--- src/rtl/dpot_pkg.sv ---
// Shared types for the dual wiper controller.
// Assumes a 2-bit register pointer: bit 1 picks the register kind, bit 0 the channel.
package dpot_pkg;
    localparam int REG_AW = 2;

    typedef enum logic [2:0] {
        ST_IDLE,
        ST_RX,
        ST_ACK,
        ST_TX,
        ST_RACK
    } bus_state_e;

    typedef enum logic [1:0] {
        PH_ADDR,
        PH_PTR,
        PH_DATA
    } byte_phase_e;
endpackage

--- src/rtl/dpot_bus_sync.sv ---
// Brings SCL and SDA into the clock domain and produces one-cycle events for
// SCL edges, start and stop. Assumes STAGES >= 2 and that each SCL level lasts
// for several clocks.
module dpot_bus_sync #(
    parameter int STAGES = 2
) (
    input  logic clk,
    input  logic rst_n,
    input  logic scl_in,
    input  logic sda_in,
    output logic scl_rise,
    output logic scl_fall,
    output logic sda_bit,
    output logic start_det,
    output logic stop_det
);
    logic [STAGES-1:0] scl_pipe;
    logic [STAGES-1:0] sda_pipe;
    logic              scl_d;
    logic              sda_d;
    logic              scl_now;
    logic              sda_now;

    // Synchronizer chains plus one history stage; the bus idles high.
    always_ff @(posedge clk) begin
        if (!rst_n) begin
            scl_pipe <= '1;
            sda_pipe <= '1;
            scl_d    <= 1'b1;
            sda_d    <= 1'b1;
        end else begin
            scl_pipe <= {scl_pipe[STAGES-2:0], scl_in};
            sda_pipe <= {sda_pipe[STAGES-2:0], sda_in};
            scl_d    <= scl_pipe[STAGES-1];
            sda_d    <= sda_pipe[STAGES-1];
        end
    end

    // Edge and condition decode from the current and previous samples.
    always_comb begin
        scl_now   = scl_pipe[STAGES-1];
        sda_now   = sda_pipe[STAGES-1];
        scl_rise  = scl_now & ~scl_d;
        scl_fall  = ~scl_now & scl_d;
        sda_bit   = sda_now;
        start_det = scl_now & scl_d & sda_d & ~sda_now;
        stop_det  = scl_now & scl_d & ~sda_d & sda_now;
    end
endmodule

--- src/rtl/dpot_regfile.sv ---
// Holds the wiper and persistent registers of each channel, the program-delay
// timer and the read mux. The persistent array has no reset, so it keeps its
// value across rst_n; the wipers reload from it while rst_n is low.
// Assumes wr_en already includes the write-protect gating.
module dpot_regfile
    import dpot_pkg::*;
#(
    parameter int DW          = 8,
    parameter int NV_BUSY_CYC = 64
) (
    input  logic                 clk,
    input  logic                 rst_n,
    input  logic                 wr_en,
    input  logic [REG_AW-1:0]    wr_addr,
    input  logic [DW-1:0]        wr_data,
    input  logic [REG_AW-1:0]    rd_addr,
    output logic [DW-1:0]        rd_data,
    output logic [2**(REG_AW-1)*DW-1:0] taps,
    output logic                 nv_busy
);
    localparam int CW  = REG_AW - 1;
    localparam int NCH = 2 ** CW;
    localparam int BCW = $clog2(NV_BUSY_CYC + 1);

    logic [BCW-1:0]    busy_cnt;
    logic              iv_wr;
    logic              commit;
    logic [NCH*DW-1:0] nv_bus;

    assign iv_wr   = wr_en & wr_addr[REG_AW-1];
    assign commit  = (busy_cnt == BCW'(1)) & ~iv_wr;
    assign nv_busy = (busy_cnt != '0);

    // Program-delay timer: reloads on each persistent write, counts to zero.
    always_ff @(posedge clk) begin
        if (!rst_n) begin
            busy_cnt <= '0;
        end else if (iv_wr) begin
            busy_cnt <= BCW'(NV_BUSY_CYC);
        end else if (busy_cnt != '0) begin
            busy_cnt <= busy_cnt - BCW'(1);
        end
    end

    for (genvar g = 0; g < NCH; g++) begin : g_chan
        logic [DW-1:0] wiper_q;
        logic [DW-1:0] nv_q;
        logic [DW-1:0] pend_q;
        logic          pend_v;
        logic          sel;

        assign sel = (wr_addr[CW-1:0] == CW'(g));

        // Live wiper: recall from persistent copy in reset, else bus write.
        always_ff @(posedge clk) begin
            if (!rst_n) begin
                wiper_q <= nv_q;
            end else if (wr_en && !wr_addr[REG_AW-1] && sel) begin
                wiper_q <= wr_data;
            end
        end

        // Pending persistent value waiting for the program delay to end.
        always_ff @(posedge clk) begin
            if (!rst_n) begin
                pend_v <= 1'b0;
                pend_q <= '0;
            end else if (iv_wr && sel) begin
                pend_v <= 1'b1;
                pend_q <= wr_data;
            end else if (commit) begin
                pend_v <= 1'b0;
            end
        end

        // Persistent cell model: no reset so the contents survive rst_n.
        always_ff @(posedge clk) begin
            if (commit && pend_v) begin
                nv_q <= pend_q;
            end
        end

        assign taps[g*DW +: DW]   = wiper_q;
        assign nv_bus[g*DW +: DW] = nv_q;

        AST_RESET_RECALL: assert property (@(posedge clk)
            $rose(rst_n) |-> (wiper_q == nv_q)) else $error("recall");
    end

    // Read mux by register kind and channel.
    always_comb begin
        if (rd_addr[REG_AW-1]) begin
            rd_data = nv_bus[rd_addr[CW-1:0]*DW +: DW];
        end else begin
            rd_data = taps[rd_addr[CW-1:0]*DW +: DW];
        end
    end

    AST_IV_STARTS_BUSY: assert property (@(posedge clk) disable iff (!rst_n)
        iv_wr |=> nv_busy) else $error("busy start");
    AST_BUSY_BOUND: assert property (@(posedge clk) disable iff (!rst_n)
        busy_cnt <= BCW'(NV_BUSY_CYC)) else $error("busy bound");
endmodule

--- src/rtl/dpot_i2c_fsm.sv ---
// Byte-level I2C target: address match, pointer byte, data writes and read
// streaming with auto-increment. Drives SDA only by pulling it low.
// Assumes the edge and condition events come from dpot_bus_sync.
module dpot_i2c_fsm
    import dpot_pkg::*;
#(
    parameter int         DW      = 8,
    parameter logic [3:0] ADDR_HI = 4'b0101
) (
    input  logic              clk,
    input  logic              rst_n,
    input  logic              scl_rise,
    input  logic              scl_fall,
    input  logic              sda_bit,
    input  logic              start_det,
    input  logic              stop_det,
    input  logic [2:0]        strap,
    input  logic              wp_n,
    input  logic              nv_busy,
    input  logic [DW-1:0]     rd_data,
    output logic [REG_AW-1:0] rd_addr,
    output logic              reg_we,
    output logic [REG_AW-1:0] reg_waddr,
    output logic [DW-1:0]     reg_wdata,
    output logic              sda_oe
);
    localparam int BITW = $clog2(DW + 1);

    bus_state_e       state;
    byte_phase_e      phase;
    logic [BITW-1:0]  bit_cnt;
    logic [DW-1:0]    rx_sh;
    logic [DW-1:0]    tx_sh;
    logic             rw_q;
    logic             host_ack;
    logic [REG_AW-1:0] ptr;
    logic             addr_hit;

    assign addr_hit = (rx_sh[DW-1:1] == {ADDR_HI, strap});
    assign rd_addr  = ptr;

    // Main protocol sequencer; stop and start override every state.
    always_ff @(posedge clk) begin
        if (!rst_n) begin
            state     <= ST_IDLE;
            phase     <= PH_ADDR;
            bit_cnt   <= '0;
            rx_sh     <= '0;
            tx_sh     <= '0;
            rw_q      <= 1'b0;
            host_ack  <= 1'b0;
            ptr       <= '0;
            reg_we    <= 1'b0;
            reg_waddr <= '0;
            reg_wdata <= '0;
            sda_oe    <= 1'b0;
        end else begin
            reg_we <= 1'b0;
            if (stop_det) begin
                state  <= ST_IDLE;
                sda_oe <= 1'b0;
            end else if (start_det) begin
                state   <= ST_RX;
                phase   <= PH_ADDR;
                bit_cnt <= '0;
                sda_oe  <= 1'b0;
            end else begin
                case (state)
                    ST_RX: begin
                        if (scl_rise) begin
                            rx_sh   <= {rx_sh[DW-2:0], sda_bit};
                            bit_cnt <= bit_cnt + BITW'(1);
                        end else if (scl_fall && bit_cnt == BITW'(DW)) begin
                            case (phase)
                                PH_ADDR: begin
                                    if (addr_hit && !nv_busy) begin
                                        rw_q   <= rx_sh[0];
                                        sda_oe <= 1'b1;
                                        state  <= ST_ACK;
                                    end else begin
                                        state <= ST_IDLE;
                                    end
                                end
                                PH_PTR: begin
                                    ptr    <= rx_sh[REG_AW-1:0];
                                    sda_oe <= 1'b1;
                                    state  <= ST_ACK;
                                end
                                default: begin
                                    reg_we    <= wp_n;
                                    reg_waddr <= ptr;
                                    reg_wdata <= rx_sh;
                                    ptr       <= ptr + REG_AW'(1);
                                    sda_oe    <= 1'b1;
                                    state     <= ST_ACK;
                                end
                            endcase
                        end
                    end
                    ST_ACK: begin
                        if (scl_fall) begin
                            bit_cnt <= '0;
                            if (phase == PH_ADDR && rw_q) begin
                                tx_sh  <= rd_data;
                                sda_oe <= ~rd_data[DW-1];
                                ptr    <= ptr + REG_AW'(1);
                                state  <= ST_TX;
                            end else begin
                                sda_oe <= 1'b0;
                                phase  <= (phase == PH_ADDR) ? PH_PTR : PH_DATA;
                                state  <= ST_RX;
                            end
                        end
                    end
                    ST_TX: begin
                        if (scl_fall) begin
                            if (bit_cnt == BITW'(DW - 1)) begin
                                sda_oe <= 1'b0;
                                state  <= ST_RACK;
                            end else begin
                                tx_sh   <= {tx_sh[DW-2:0], 1'b0};
                                sda_oe  <= ~tx_sh[DW-2];
                                bit_cnt <= bit_cnt + BITW'(1);
                            end
                        end
                    end
                    ST_RACK: begin
                        if (scl_rise) begin
                            host_ack <= ~sda_bit;
                        end else if (scl_fall) begin
                            if (host_ack) begin
                                tx_sh   <= rd_data;
                                sda_oe  <= ~rd_data[DW-1];
                                ptr     <= ptr + REG_AW'(1);
                                bit_cnt <= '0;
                                state   <= ST_TX;
                            end else begin
                                state <= ST_IDLE;
                            end
                        end
                    end
                    default: begin
                        sda_oe <= 1'b0;
                    end
                endcase
            end
        end
    end

    AST_IDLE_RELEASE: assert property (@(posedge clk) disable iff (!rst_n)
        (state == ST_IDLE) |-> !sda_oe) else $error("idle drive");
    AST_STOP_RELEASE: assert property (@(posedge clk) disable iff (!rst_n)
        stop_det |=> (!sda_oe && state == ST_IDLE)) else $error("stop");
    AST_BUSY_NACK: assert property (@(posedge clk) disable iff (!rst_n)
        (state == ST_RX && phase == PH_ADDR && scl_fall && bit_cnt == BITW'(DW) && nv_busy)
        |=> !sda_oe) else $error("busy ack");
    AST_NO_WRITE_IN_READ: assert property (@(posedge clk) disable iff (!rst_n)
        (state == ST_TX || state == ST_RACK) |-> !reg_we) else $error("read write");
endmodule

--- src/rtl/dpot_i2c_ctrl.sv ---
// Top of the dual wiper controller: bus synchronizer, protocol engine and
// register file. Assumes an external open-drain pad: sda_oe = 1 pulls SDA low.
module dpot_i2c_ctrl #(
    parameter int         DW          = 8,
    parameter int         NV_BUSY_CYC = 64,
    parameter int         SYNC_STAGES = 2,
    parameter logic [3:0] ADDR_HI     = 4'b0101
) (
    input  logic          clk,
    input  logic          rst_n,
    input  logic          scl_in,
    input  logic          sda_in,
    output logic          sda_oe,
    input  logic [2:0]    strap,
    input  logic          wp_n,
    output logic [DW-1:0] tap0,
    output logic [DW-1:0] tap1
);
    import dpot_pkg::*;

    logic                scl_rise;
    logic                scl_fall;
    logic                sda_bit;
    logic                start_det;
    logic                stop_det;
    logic                nv_busy;
    logic [DW-1:0]       rd_data;
    logic [REG_AW-1:0]   rd_addr;
    logic                reg_we;
    logic [REG_AW-1:0]   reg_waddr;
    logic [DW-1:0]       reg_wdata;
    logic [2*DW-1:0]     taps;

    dpot_bus_sync #(.STAGES(SYNC_STAGES)) u_sync (
        .clk       (clk),
        .rst_n     (rst_n),
        .scl_in    (scl_in),
        .sda_in    (sda_in),
        .scl_rise  (scl_rise),
        .scl_fall  (scl_fall),
        .sda_bit   (sda_bit),
        .start_det (start_det),
        .stop_det  (stop_det)
    );

    dpot_i2c_fsm #(.DW(DW), .ADDR_HI(ADDR_HI)) u_fsm (
        .clk       (clk),
        .rst_n     (rst_n),
        .scl_rise  (scl_rise),
        .scl_fall  (scl_fall),
        .sda_bit   (sda_bit),
        .start_det (start_det),
        .stop_det  (stop_det),
        .strap     (strap),
        .wp_n      (wp_n),
        .nv_busy   (nv_busy),
        .rd_data   (rd_data),
        .rd_addr   (rd_addr),
        .reg_we    (reg_we),
        .reg_waddr (reg_waddr),
        .reg_wdata (reg_wdata),
        .sda_oe    (sda_oe)
    );

    dpot_regfile #(.DW(DW), .NV_BUSY_CYC(NV_BUSY_CYC)) u_regs (
        .clk     (clk),
        .rst_n   (rst_n),
        .wr_en   (reg_we),
        .wr_addr (reg_waddr),
        .wr_data (reg_wdata),
        .rd_addr (rd_addr),
        .rd_data (rd_data),
        .taps    (taps),
        .nv_busy (nv_busy)
    );

    assign tap0 = taps[0 +: DW];
    assign tap1 = taps[DW +: DW];

    AST_WP_HOLD: assert property (@(posedge clk) disable iff (!rst_n)
        !wp_n |=> ($stable(tap0) && $stable(tap1))) else $error("wp leak");
endmodule

--- config.mk ---
export PLATFORM = sky130hd
export DESIGN_NAME = dpot_i2c_ctrl
export DESIGN_NICKNAME = d
export VERILOG_FILES = /design/src/rtl/dpot_pkg.sv /design/src/rtl/dpot_bus_sync.sv /design/src/rtl/dpot_regfile.sv /design/src/rtl/dpot_i2c_fsm.sv /design/src/rtl/dpot_i2c_ctrl.sv
export SDC_FILE = /design/constraint.sdc
export NUM_CORES = 1
export LEC_CHECK = 0
export ABC_AREA = 1
export BUFFER_PORTS_ARGS = -buffer_cell sky130_fd_sc_hd__clkbuf_2
export CAP_MARGIN = 20
export CORE_MARGIN = 2
export CORE_UTILIZATION = 50
export CTS_BUF_LIST = sky130_fd_sc_hd__clkbuf_4 sky130_fd_sc_hd__clkbuf_8
export CTS_CLUSTER_SIZE = 14
export DETAILED_ROUTE_END_ITERATION = 12
export HOLD_SLACK_MARGIN = 0.03
export PLACE_DENSITY = 0.65
export RECOVER_POWER = 50
export SYNTH_ARGS = -nofsm -noshare
export SYNTH_HDL_FRONTEND = slang
export SYNTH_HIERARCHICAL = 1
export SYNTH_SLANG_ARGS = --single-unit
--- constraint.sdc ---
create_clock -name clk -period 3.3 [get_ports clk]
set_input_delay 0.165 -clock clk [delete_from_list [all_inputs] [get_ports clk]]
set_output_delay 0.165 -clock clk [all_outputs]
set_load 0.03 [all_outputs]
==> Yosys cells after proc, flatten, opt, wreduce, memory -nomap -nowiden <==
Cells that the tools add are included.
{ "word_totals": {"input_bits": 8, "wordCells": 195, "out_inout_bits": 17, "reg_bits": 103} }
{ "classes": {"shift": 2, "n_addsub": 3, "n_reduce_logical": 39, "eq_ne": 34, "n_bitwise": 24, "muxes": 66} }
{ "ops": {"columns": ["operator", "count"], "rows": [
  ["$mux W7", 9],
  ["$mux W8", 5],
  ["$mux W2", 16],
  ["$mux W4", 8],
  ["$shiftx A16 B5 Y8", 2],
  ["$reduce_and A8 Y1", 3],
  ["$mux W3", 7],
  ["$ne A3 B2 Y1 const B", 7],
  ["$pmux W7 S3", 1],
  ["$ne A2 B1 Y1 const B", 9],
  ["$pmux W4 S4", 1],
  ["$mux W1", 15],
  ["$not A1 Y1", 15],
  ["$ne A3 B3 Y1 const B", 4],
  ["$pmux W3 S4", 1],
  ["$reduce_and A4 Y1", 3],
  ["$reduce_and A11 Y1", 1],
  ["$logic_and A1 B1 Y1", 10],
  ["$ne A2 B2 Y1 const B", 5],
  ["$reduce_and A10 Y1", 1],
  ["$reduce_bool A2 Y1", 5],
  ["$and A1 B1 Y1", 9],
  ["$reduce_and A9 Y1", 1],
  ["$reduce_or A8 Y1", 1],
  ["other kinds (24)", 29]
]} }

==> Depth between registers and ports, before layout <==
{ "logic_depth": {"depth_word": 9, "depth_mapped": 13, "ltp_nobuf": 13} }

==> By module <==
Netlist, hierarchy kept.
{ "modules_own_cells": {"columns": ["mod", "n_inst", "area_each_um2", "cells_per_inst"], "rows": [
  ["dpot_regfile", 1, 2397.3, 255],
  ["dpot_i2c_fsm", 1, 2173.3, 342],
  ["dpot_bus_sync", 1, 198.9, 27]
]} }

==> Worst setup path after synthesis <==
OpenSTA, ideal clock, no wires.
{ "synth_path": {"path_type": "register to register", "startpoint": "register u_regs.busy_cnt[0]", "endpoint": "register u_fsm.rw_q", "path_stages_with_launch": 11, "setup_slack_ns": 1.722, "setup_time_ns": 0.116, "synth_period_minus_slack_ns": 1.578, "path_buffers": 0, "required_ns": 3.184, "t_arrival_ns": 1.462, "path_cell_list": "dfxtp_1 -> inv_1 -> ha_1 -> inv_1 -> nor2_2 -> nand2_4 -> nor3_1 -> nand3_1 -> or2_0 -> nor2_1 -> nor2_1"} }
{ "synth_between": {"elab_chain_len": 4} }
{ "synth_rtl": {"columns": ["element", "line_no", "source"], "rows": [
  ["start: declaration", "dpot_regfile.sv:25", "logic [BCW-1:0] busy_cnt;"],
  ["start signal: assignment", "dpot_regfile.sv:39", "busy_cnt <= BCW'(NV_BUSY_CYC);"],
  ["start signal: assignment", "dpot_regfile.sv:41", "busy_cnt <= busy_cnt - BCW'(1);"],
  ["$reduce_bool A7 Y1", "dpot_regfile.sv:32", "assign nv_busy = (busy_cnt != '0);"],
  ["via nv_busy", "dpot_i2c_ctrl.sv:26", "logic nv_busy;"],
  ["$logic_not A1 Y1", "dpot_i2c_fsm.sv:76", "if (addr_hit && !nv_busy) begin"],
  ["$logic_and A1 B1 Y1", "dpot_i2c_fsm.sv:76", null],
  ["$reduce_and A7 Y1 (no source line)", null, null],
  ["end signal: assignment", "dpot_i2c_fsm.sv:77", "rw_q <= rx_sh[0];"],
  ["end: declaration", "dpot_i2c_fsm.sv:34", "logic rw_q;"]
]} }
The timed path passes the listed nets, and every way through them passes these cells.
A chain may end at the register's enable or synchronous reset.

==> Final worst setup path <==
{ "layout_path": {"startpoint": "input port rst_n", "endpoint": "register u_regs.busy_cnt[5]"} }
{ "layout_between": {"elab_chain_len": 2} }
{ "layout_rtl": {"columns": ["element", "line_no", "source"], "rows": [
  ["start: declaration", "dpot_i2c_ctrl.sv:10", "input logic rst_n,"],
  ["$not A1 Y1 (no source line)", null, null],
  ["$reduce_or A2 Y1 (no source line)", null, null]
]} }
Every way passes these cells.

==> results <==
- The parity-gate share of the synthesized area counting xor and xnor cells is 0.9182%.
- The multi-input combinational cells in the finished layout cover a total of 0.002031 mm².
- The total half-perimeter wirelength after legalization and detailed placement is 7693 µm.
- In this run the most critical hold path is launched from u_sync/scl_pipe[0]$_SDFF_PN1_.
- In the post-synthesis netlist, the biggest area contributors are dfxtp_1, edfxtp_1, nand2_1.
- The endpoint class of the critical path is a register.
- The number of antenna violations at the first check in global routing was 0.
- The simple-gate area share of the yosys netlist is 27.81%.
- The setup path with the least slack is of type in2reg.
- In the routed design, unresolved DRC markers number 0.
- For the final routed database, the setup TNS stands at 0 ns.
- The total number of vias is 4044.
- Hold timing on the final database bottoms out at a slack of 0.4144 ns.
- A synthesized cell averages 7.644 µm².
- The sum of overflow across all layers after global routing is 0.
- The highest ir drop seen on vdd is 0.0004200 V.
- Clock tree synthesis found a total of 103 sinks.
- In this run the critical register-to-register path is launched from u_sync/sda_pipe[1]$_SDFF_PN1_.
- Summing the areas of all compound-gate instances in the mapped netlist gives 12.54% of the synthesized area.
- The number of DRC markers in iteration 0 is 236.
- No sink is reached through more buffers than the 2 on the longest clock path.
- The sequential-to-total area share from yosys stat is 49.95%.
- The first element of the critical path is rst_n.
- The post-detailed-routing wire length is 10720 µm.
- The die outline area is 0.01034 mm².
- The commonest non-fill, non-tap cell in the layout is nand2_1.
- The required time of the worst setup path is 3.61 ns.
- In this run the count of I/O pins placed on the die edge is 25.
- Counting flops with a built-in enable in the synthesized netlist gives 32.
- The fraction of layout instances using a drive strength above 1 is 8.689%.
- Yosys printed 6 warnings.
- After detailed routing, the number of vias per cell comes to 5.152.
- Entering global routing, the biggest net connects 39 pins.
- Dividing the detail-routed wire length by the instance count gives 13.65 µm.
- The fraction of the cycle the final worst path needs is 69.60%.
- The count of buffers added on input and output ports is 24.
- The minimum setup slack among reg-to-reg paths is 1.14 ns.
- The reported max-cap violation count is 0.
- The worst pin sits at a relative slew slack of 1.325%.
- The first global-routing pass estimated 18000 µm of wire.
- TritonCTS built the clock tree.
- The number of cell instances on the worst register-to-register path is 7.
- The synthesized netlist devotes 1.312% of its cell area to adder and majority cells.
- The number of storage elements in the synthesis netlist is 103.
- The count of fill cells added during filler insertion is 884.
- The dominant cell type by area after synthesis is dfxtp_1.
- The count of endpoints failing setup in the final report is 0.
- The endpoint identified for the worst register-to-register timing path is u_fsm/reg_wdata[7]$_SDFFE_PN0P_.
- Global routing used 22.65% of the available tracks.
- The minimum clock period after layout is 2.297 ns.
- The initialized floorplan defines 35 standard-cell rows.
- Measured against the total synthesized area, the mux share comes to 0%.
- Of all nets on the critical path, the largest fanout is 38.
- The remaining number of nets flagged by the antenna check after routing is 0.
- The clock transition time at the flip-flop clock pins of the worst setup and hold paths is 0.11 ns.
- After synthesis, the netlist uses 34 different library cells.
- The worst setup path is launched from an input port.
- The initial cell density of the core is 51.62%.
- The number of setup buffers added after CTS is 0.
- The number of max-slew violations in the final report is 0.
- For the worst setup path, the data arrival time is 2.61 ns.
- The largest family of logic cells by synthesized area is simple AND/OR/NAND/NOR gates.
- The peak clock frequency supported by timing is 435.4 MHz.
- In this run the worst hold path is classified as reg2reg.
- The sink of the worst hold path is u_sync/scl_pipe[1]$_SDFF_PN1_.
- The region available for standard cell placement spans 0.009240 mm².
- The first-pass iteration count of the detailed router is 5.
- The dominant register cell in the synthesized netlist is dfxtp_1.
- The run finished with clean final reports.
- The total number of nets in the final design is 664.
- The number of instances on the worst hold path is 2.
- The synthesized design devotes to its leading area cell type 29.80% of total area.
- The measured slew at the worst slew-check pin is 1.480 ns.
- The number of buffers inserted during clock tree synthesis is 9.
- The floorplan step set the die width to 101.7 µm.
- Setup repair after global routing left no endpoint under its margin.
- Power spread over the standard cell area amounts to 617.1 mW/mm².
- The analysis attributes to cell leakage a power of 2.275 nW.
- Clock skew on the completed layout was measured at 0.01135 ns.
- The number of global-route vias before repair is 3766.
- The synthesis-to-layout area growth is 9.181%.
- The area taken by flip-flops and latches is 0.002382 mm².
- For the worst-skew pair, the clock arrives at the later sink with an insertion delay of 0.37 ns.
- The clock root buffer is clkbuf_8.
- In the layout the commonest cells are nand2_1, nor2_1, dfxtp_1.
- Synthesis produced a netlist whose cell count is 624.
- The final antenna diode count is 0.
- At the end of routability-driven placement, the weighted congestion stood at 0.9499.
- After synthesis, the share of flip-flops with an asynchronous set or reset is 0%.
- The area of the mapped netlist is 0.004770 mm².
- The number of hold violations in the final report came to 0.
- The post-synthesis net count is 637.
- The floorplan die height is 101.7 µm.
- The H-tree generated during clock tree synthesis spans 3 levels.
## sequential cells by signal, indices dropped and copies added (netlist names), 2 cells and up
signal / flops
u_regs/g_chan.nv_q: 16
u_regs/g_chan.pend_q: 16
u_regs/g_chan.wiper_q: 16
u_fsm/reg_wdata: 8
u_fsm/rx_sh: 8
u_fsm/tx_sh: 7
u_regs/busy_cnt: 7
u_fsm/bit_cnt: 4
u_fsm/state: 3
u_fsm/phase: 2
u_fsm/rd_addr: 2
u_fsm/reg_waddr: 2
u_regs/g_chan.pend_v: 2
u_sync/scl_pipe: 2
u_sync/sda_pipe: 2
## layout make-up
cell class,instances,area share [%]
repair buffers,30,2.667
flip-flops and latches,103,45.75
clock inverters,7,1.730
inverters,74,5.382
well taps,129,3.099
multi-input cells,433,39.00
clock buffers,9,2.379
## how the worst max path moves through the flow
| stage | to | slack, ns | cells past startpoint |
|---|---|---|---|
| floorplan | u_fsm/rw_q$_SDFFE_PN0P_ | 1.72 | 10 |
| CTS | u_fsm/reg_wdata[7]$_SDFFE_PN0P_ | 1.15 | 7 |
| global placement | u_fsm/reg_wdata[7]$_SDFFE_PN0P_ | 1.27 | 7 |
| finish | u_regs/busy_cnt[5]$_SDFFE_PP0P_ | 1.00 | 5 |
| detailed placement | u_fsm/reg_wdata[7]$_SDFFE_PN0P_ | 1.17 | 7 |
| global route | u_fsm/host_ack$_SDFFE_PN0P_ | 0.76 | 4 |
## cells by family (layout without fill, tap and decap cells)
group,count (synthesis),count (layout)
and+or+nand+nor,311,311
AOI/OAI and AO/OA,112,112
DFF,103,103
buffers and inverters,88,120
adders and majority gates,5,5
xor gates and xnor gates,5,5
## stage by stage
stage                     util (%)  worst slack (ns)  instance area [µm²]  power [mW]  instances
after floorplan                  -             1.722                 4770       2.214        624
after global placement       54.08             1.270                 4997       2.372        766
after detailed placement     54.08             1.169                 4997       2.402        766
after CTS                    56.72             1.153                 5241       3.245        785
after global routing         56.36            0.7579                 5207       3.434        785
final                        56.36             1.003                 5207       3.214        785
## worst max-delay path, stage by stage
cell	delay, ns
clkbuf_1	1.05
inv_1	0.71
nor2_1	0.41
nand2_2	0.14
nor2_1	0.12
## where the power goes
part,switching (mW),internal [mW],total [mW]
Clock,0.470,0.368,0.839
Sequential,0.107,1.39,1.50
Combinational,0.570,0.305,0.875
Total,1.15,2.07,3.21
## per-layer routing
metal	track usage [%]	up-vias	part of all wire (%)
li1	-	2067	-
met1	30.45	1858	45
met2	36.59	106	48
met3	5.038	13	5.2
met4	6.965	0	1.6
met5	0	-	0
## cell usage after synthesis (2+ instances only)
master / number
nand2_1: 138
nor2_2: 4
buf_4: 2
nor2_1: 116
buf_2: 7
o22ai_1: 9
nand4_1: 8
a211oi_1: 2
nand2_4: 2
dfxtp_1: 71
clkbuf_1: 4
nor2_4: 4
nor3_1: 4
o21ai_0: 48
ha_1: 5
xor2_1: 4
nand3_2: 5
edfxtp_1: 32
nand2_2: 6
o21ai_1: 20
inv_1: 62
a21oi_1: 28
inv_2: 11
nand3_1: 22
## timing repair
| item | CTS | global route |
|---|---|---|
| setup endpoints to repair | 0 | 0 |
| endpoints found under the hold margin | 3 | 0 |
| hold buffers | 3 | 0 |
| gates resized for setup | 0 | 0 |
(Power assumes the default switching activity.)
